**src/rtl/rbc_pkg.sv**
```systemverilog
package rbc_pkg;

    localparam int REG_W       = 8;
    localparam int STARTUP_LEN = 11;
    localparam int BIND_LEN    = 5;

    typedef enum logic [2:0] {
        LS_UNINIT    = 3'd0,
        LS_INIT_BIND = 3'd1,
        LS_INIT_XFER = 3'd2,
        LS_BIND      = 3'd3,
        LS_XFER      = 3'd4
    } link_state_t;

    typedef enum logic [1:0] {
        PH_HOLD_HI = 2'd0,
        PH_HOLD_LO = 2'd1,
        PH_RUN     = 2'd2
    } pulse_phase_t;

    typedef struct packed {
        logic [REG_W-1:0] addr;
        logic [REG_W-1:0] data;
    } reg_pair_t;

    // Power-up configuration batch
    function automatic reg_pair_t startup_pair(input int unsigned i);
        reg_pair_t p;
        case (i)
            0:       p = '{addr: 8'h1D, data: 8'h01};
            1:       p = '{addr: 8'h28, data: 8'h02};
            2:       p = '{addr: 8'h32, data: 8'h3C};
            3:       p = '{addr: 8'h35, data: 8'h14};
            4:       p = '{addr: 8'h06, data: 8'h48};
            5:       p = '{addr: 8'h1B, data: 8'h55};
            6:       p = '{addr: 8'h1C, data: 8'h05};
            7:       p = '{addr: 8'h0F, data: 8'h2C};
            8:       p = '{addr: 8'h03, data: 8'h3F};
            9:       p = '{addr: 8'h12, data: 8'h0E};
            10:      p = '{addr: 8'h0F, data: 8'h0C};
            default: p = '0;
        endcase
        return p;
    endfunction

    // Bind reception batch
    function automatic reg_pair_t bind_pair(input int unsigned i);
        reg_pair_t p;
        case (i)
            0:       p = '{addr: 8'h03, data: 8'h3F};
            1:       p = '{addr: 8'h10, data: 8'h4E};
            2:       p = '{addr: 8'h1E, data: 8'h14};
            3:       p = '{addr: 8'h14, data: 8'h02};
            4:       p = '{addr: 8'h1F, data: 8'h04};
            default: p = '0;
        endcase
        return p;
    endfunction

endpackage

```
**src/rtl/rbc_reset_pulse.sv**
```systemverilog
module rbc_reset_pulse
    import rbc_pkg::*;
#(
    parameter int HI_CYC = 16,
    parameter int LO_CYC = 16
) (
    input  logic clk,
    input  logic rst_n,
    output logic xcvr_rst_o,
    output logic run_o
);

    localparam int MAX_CYC = (HI_CYC > LO_CYC) ? HI_CYC : LO_CYC;
    localparam int CNT_W   = $clog2(MAX_CYC + 1);
    localparam logic [CNT_W-1:0] HI_LAST = CNT_W'(HI_CYC - 1);
    localparam logic [CNT_W-1:0] LO_LAST = CNT_W'(LO_CYC - 1);

    typedef struct packed {
        pulse_phase_t     ph;
        logic [CNT_W-1:0] cnt;
    } pulse_regs_t;

    pulse_regs_t pr_d, pr_q;

    always_comb begin
        pr_d = pr_q;
        case (pr_q.ph)
            PH_HOLD_HI: begin
                if (pr_q.cnt == HI_LAST) begin
                    pr_d.ph  = PH_HOLD_LO;
                    pr_d.cnt = '0;
                end else begin
                    pr_d.cnt = pr_q.cnt + 1'b1;
                end
            end
            PH_HOLD_LO: begin
                if (pr_q.cnt == LO_LAST) begin
                    pr_d.ph  = PH_RUN;
                    pr_d.cnt = '0;
                end else begin
                    pr_d.cnt = pr_q.cnt + 1'b1;
                end
            end
            default: pr_d = pr_q;
        endcase
    end

    always_ff @(posedge clk or negedge rst_n) begin
        if (!rst_n) begin
            pr_q <= '{ph: PH_HOLD_HI, cnt: '0};
        end else begin
            pr_q <= pr_d;
        end
    end

    assign xcvr_rst_o = (pr_q.ph == PH_HOLD_HI);
    assign run_o      = (pr_q.ph == PH_RUN);

endmodule

```
**src/rtl/rbc_mode_fsm.sv**
```systemverilog
module rbc_mode_fsm
    import rbc_pkg::*;
#(
    parameter int IDX_W = 4
) (
    input  logic             clk,
    input  logic             rst_n,
    input  logic             run_i,
    input  logic             seq_ready_i,
    input  logic             bind_i,
    output logic             req_o,
    output logic [IDX_W-1:0] req_len_o,
    output logic             tbl_sel_o,
    output logic [2:0]       status_o
);

    localparam logic [IDX_W-1:0] LEN_STARTUP = IDX_W'(STARTUP_LEN);
    localparam logic [IDX_W-1:0] LEN_BIND    = IDX_W'(BIND_LEN);

    typedef struct packed {
        link_state_t st;
        logic        tbl_sel;
    } fsm_regs_t;

    fsm_regs_t fr_d, fr_q;
    logic      want_req;
    logic      accept;

    always_comb begin
        fr_d     = fr_q;
        want_req = run_i && (fr_q.st == LS_UNINIT || fr_q.st == LS_INIT_BIND);
        accept   = want_req && seq_ready_i;
        case (fr_q.st)
            LS_UNINIT: begin
                if (accept) begin
                    fr_d.st = bind_i ? LS_INIT_XFER : LS_INIT_BIND;
                end
            end
            LS_INIT_BIND: begin
                if (accept) begin
                    fr_d.st      = LS_BIND;
                    fr_d.tbl_sel = 1'b1;
                end
            end
            default: fr_d = fr_q;
        endcase
    end

    always_ff @(posedge clk or negedge rst_n) begin
        if (!rst_n) begin
            fr_q <= '{st: LS_UNINIT, tbl_sel: 1'b0};
        end else begin
            fr_q <= fr_d;
        end
    end

    assign req_o     = want_req;
    assign req_len_o = !want_req ? '0 :
                       (fr_q.st == LS_INIT_BIND) ? LEN_BIND : LEN_STARTUP;
    assign tbl_sel_o = fr_q.tbl_sel;
    assign status_o  = fr_q.st;

endmodule

```
**src/rtl/rbc_reg_tables.sv**
```systemverilog
module rbc_reg_tables
    import rbc_pkg::*;
#(
    parameter int IDX_W = 4
) (
    input  logic             tbl_sel_i,
    input  logic [IDX_W-1:0] idx_i,
    output logic [REG_W-1:0] addr_o,
    output logic [REG_W-1:0] data_o
);

    reg_pair_t pair;

    always_comb begin
        if (tbl_sel_i) begin
            pair = bind_pair(int'(idx_i));
        end else begin
            pair = startup_pair(int'(idx_i));
        end
    end

    assign addr_o = pair.addr;
    assign data_o = pair.data;

endmodule

```
**src/rtl/radio_bringup_ctrl.sv**
```systemverilog
module radio_bringup_ctrl #(
    parameter int RST_HI_CYC = 16,
    parameter int RST_LO_CYC = 16,
    parameter int IDX_W      = 4
) (
    input  logic             clk,
    input  logic             rst_n,
    input  logic             bind_i,
    input  logic             seq_ready_i,
    input  logic [IDX_W-1:0] tbl_idx_i,
    output logic             xcvr_rst_o,
    output logic             req_o,
    output logic [IDX_W-1:0] req_len_o,
    output logic [7:0]       tbl_addr_o,
    output logic [7:0]       tbl_data_o,
    output logic [2:0]       status_o
);

    logic run;
    logic tbl_sel;

    rbc_reset_pulse #(
        .HI_CYC (RST_HI_CYC),
        .LO_CYC (RST_LO_CYC)
    ) u_pulse (
        .clk        (clk),
        .rst_n      (rst_n),
        .xcvr_rst_o (xcvr_rst_o),
        .run_o      (run)
    );

    rbc_mode_fsm #(
        .IDX_W (IDX_W)
    ) u_fsm (
        .clk         (clk),
        .rst_n       (rst_n),
        .run_i       (run),
        .seq_ready_i (seq_ready_i),
        .bind_i      (bind_i),
        .req_o       (req_o),
        .req_len_o   (req_len_o),
        .tbl_sel_o   (tbl_sel),
        .status_o    (status_o)
    );

    rbc_reg_tables #(
        .IDX_W (IDX_W)
    ) u_tables (
        .tbl_sel_i (tbl_sel),
        .idx_i     (tbl_idx_i),
        .addr_o    (tbl_addr_o),
        .data_o    (tbl_data_o)
    );

endmodule

```
**config.mk**
```make
export PLATFORM = sky130hd
export DESIGN_NAME = radio_bringup_ctrl
export DESIGN_NICKNAME = d
export VERILOG_FILES = /design/src/rtl/rbc_pkg.sv /design/src/rtl/rbc_reset_pulse.sv /design/src/rtl/rbc_mode_fsm.sv /design/src/rtl/rbc_reg_tables.sv /design/src/rtl/radio_bringup_ctrl.sv
export SDC_FILE = /design/constraint.sdc
export NUM_CORES = 1
export LEC_CHECK = 0
export ABC_AREA = 0
export BUFFER_PORTS_ARGS = -buffer_cell sky130_fd_sc_hd__buf_2
export CORE_MARGIN = 1.5
export CORE_UTILIZATION = 28
export CTS_CLUSTER_DIAMETER = 80
export DETAILED_ROUTE_END_ITERATION = 7
export PLACE_DENSITY = 0.62
export SYNTH_ARGS = -nofsm -noshare
export SYNTH_HDL_FRONTEND = slang
export SYNTH_SLANG_ARGS = --single-unit
```
**constraint.sdc**
```tcl
create_clock -name clk -period 1.2 [get_ports clk]
set_input_delay 0.06 -clock clk [delete_from_list [all_inputs] [get_ports clk]]
set_output_delay 0.06 -clock clk [all_outputs]
set_load 0.05 [all_outputs]
```
==> impl_metrics.csv <==
group,metric,value,unit
die,die_area,4270,um2
power_and_ir_drop,p_sw,0.479,mW
die,num_io_pins,33,
clock_tree,numCtsBuffers,3,
route,route.detailed.drc,0,
critical_path,crit_arrival,1.67,ns
sta,setup_slack,-0.530,ns
cells_and_area,n_antenna_cell,0,
power_and_ir_drop,p_seq_share,25.8,%
run_status,status,"complete, but fails checks",
synth,seq_area_frac_synth,23.0,%
power_and_ir_drop,power.share.combinational,45.8,%
critical_path,crit_required,1.14,ns
critical_path,critPathLaunch,"u_fsm.tbl_sel_o",
synth,synth-seq-cells,10,
synth,postSynthAreaPerCell,8.37,um2
die,core_area,3690,um2
cells_and_area,fillCellCount,343,
global_routing,antenna_found_initial,0,
global_routing,grt_pass1_wl,5.17,mm
power_and_ir_drop,p_leak,0.932,nW
sta,rsz0062_at_grt,"true",
synth,synth_flop_cell,"dfrtp_1",
power_and_ir_drop,irDropWorstVdd,0.490,mV
synth,synth_edf_count,0,
worst_hold_path,hold_class,"in -> reg",
critical_path,cp-start-kind,"register",
synth,postSynth.asyncResetShare,100,%
place,dp_slack,-0.369,ns
sta,period_minus_slack,1.73,ns
cells_and_area,multi_input_area,973,um2
power_and_ir_drop,switching_share,36.6,%
run,maxCapViolations,0,
synth,synth_top_area_share,23.0,%
clock_tree,cts_tree,"built",
place,place.gp.congestion,0.825,
synth,synth_area_leaders,"dfrtp_1 23%, ha_1 9.2%, buf_4 5.5%, buf_6 4.1%, nand2b_1 3.4%",
global_routing,first_global_vias,1166,
place,place_area,1680,um2
clock_tree,clkTransAtPathRegs,0.05,ns
cells_and_area,stdcell_area,2060,um2
cells_and_area,layout-drive-gt1-share,60.5,%
synth,yosysTopAreaCell,"dfrtp_1",
global_routing,grt_use_total,15.2,%
route,vias,1173,
route,firstDrtPassIters,4,
power_and_ir_drop,p_clk_share,28.4,%
die,die_h,65.4,um
run_status,violations,"setup timing",
sta,setup_viol,18,
synth,yosysWarnings,0,
clock_tree,cts.sinks,10,
place,portBuffers,28,
sta,clock_skew,0.00257,ns
synth,synth_cell_type_count,47,
critical_path,worstReg2RegStart,"u_fsm.status_o[1]",
global_routing,overflow,0,
critical_path,worstSetupEndpoint,"tbl_data_o[5]",
die,placementRows,22,
die,die_x,65.4,um
sta,hold_viol_final,0,
sta,fin_crit_sh,144,%
route,via_per_inst,4.83,
route,drt_iter0_markers,47,
sta,fmax,0.578,GHz
critical_path,path_max_fanout,8,
clock_tree,h-tree-depth,1,
synth,syn-cell-area,1090,um2
critical_path,path_class,"reg -> out",
place,hpwl,2.34,mm
route,drt_wl_total,3.14,mm
global_routing,grt_max_degree,22,
critical_path,endpoint_kind,"output port",
power_and_ir_drop,power_density,637,nW/um2
route,avgRoutedWirePerCell,12.9,um
critical_path,r2r_slack,0.08,ns
critical_path,reg2reg_depth,4,
route,ant_nets,0,
clock_tree,clk_latency,0.24,ns
synth,netlist_instances,130,
clock_tree,cts-root-buf,"clkbuf_8",
cells_and_area,nNetsFinal,212,
critical_path,r2r-end,"u_fsm.status_o[0]",
sta,drv_slew,0,
cells_and_area,regArea,253,um2
die,initial_core_util,29.5,%
cells_and_area,areaGrowthSynthToFinish,89.0,%
clock_tree,cts_buffer_depth,2,
power_and_ir_drop,p_int,0.830,mW
[placed cells by master, fill, tap and decap left out, drive strengths merged, types with 4 or more instances in the layout]
| cell type | Yosys | routed |
|---|---|---|
| nor2b | 6 | 6 |
| o21ai | 8 | 8 |
| a21oi | 6 | 6 |
| nand2 | 8 | 8 |
| dfrtp | 10 | 10 |
| nor2 | 10 | 10 |
| conb | 1 | 4 |
| ha | 8 | 8 |
| buf | 15 | 73 |
| clkbuf | 1 | 4 |
| nand2b | 6 | 6 |
| nor3b | 4 | 4 |
[registers in the layout, summed over array words and instances, names as in the netlist]
name	count
u_fsm.tbl_sel_o	1
u_fsm.status_o	2
u_pulse.pr_q	7
[power groups by stage]
stage,clock [mW],sequential (mW),combinational [mW]
after detailed placement,0,0.343,0.517
after global routing,0.401,0.337,0.635
after global placement,0,0.343,0.509
after CTS,0.372,0.338,0.590
after floorplan,0,0.343,0.380
final,0.372,0.338,0.600
[area by class of cell]
cell class	instances	area share, %
Multi-Input combinational cell	102	47.3
Sequential cell	10	12.3
Inverter	5	1.28
Tap cell	48	2.92
Clock buffer	4	2.19
Timing Repair Buffer	74	34.0
[through the flow]
step / instances / util, % / total power, mW / setup TNS, ns / hold WS [ns]
2_1_floorplan: 133 / - / 0.723 / -3.72 / -0.236
6_report: 243 / 55.8 / 1.31 / -5.89 / 0.00482
3_3_place_gp: 229 / 45.4 / 0.852 / -3.13 / -0.0769
3_5_place_dp: 229 / 45.4 / 0.860 / -3.57 / -0.0731
4_1_cts: 240 / 53.6 / 1.30 / -5.64 / 0.0158
5_1_grt: 243 / 55.8 / 1.37 / -6.79 / 0.0155
[critical path, stage by stage, from the launching register on]
cell and delay (ns):
dfrtp_2 0.43, buf_12 0.15, and2_4 0.16, or3_4 0.32
a22o_4 0.22, buf_6 0.15
[cell usage after synthesis (2+ instances only)]
library cell,instances
ha_1,8
xor2_1,2
buf_4,8
nor2b_1,6
dfrtp_1,10
and2_1,2
a211oi_1,2
nand2b_1,6
or3_1,3
nor3_1,3
a21oi_1,6
buf_6,4
nor2_1,10
nor3b_1,3
a21o_1,3
o21ai_0,7
nand2_1,8
o31a_1,3
inv_1,4
nand4b_1,3
buf_2,3
[what timing repair did]
action | 4_1_cts | 5_1_grt
hold buffers | 1 | 0
setup endpoints to repair | 19 | 25
pin swaps | 7 | 11
cloned | 1 | 0
hold endpoints to repair | 10 | 0
gates resized for setup | 53 | 20
buffers inserted | 7 | 6
[routing by layer]
layer,track usage (%),vias to the layer above,wire length [um]
li1,-,582,-
met1,17.5,560,1230
met2,28.7,27,1750
met3,1.54,4,109
met4,5.47,0,43
met5,0,-,0
[kinds of logic after synthesis]
family	count (synthesis)	share of synthesized area, %
simple gates	51	27.2
xor+xnor	3	2.41
compound gates	36	24.7
other cells	1	0.344
buf+inv	21	13.1
flops	10	23.0
fa+ha+maj	8	9.20
[how the worst min path moves through the flow]
stage	slack (ns)	depth (start not counted)	to	start
after floorplan	-0.24	0	u_fsm.status_o[0]	rst_n
after global placement	-0.08	1	u_pulse.pr_q[4]	rst_n
after detailed placement	-0.07	1	u_pulse.pr_q[6]	rst_n
after CTS	0.02	2	u_fsm.status_o[0]	bind_i
after global routing	0.02	2	u_fsm.status_o[0]	bind_i
final	0.005	2	u_fsm.status_o[0]	bind_i
Note: power is estimated with default switching activity, not from simulation.
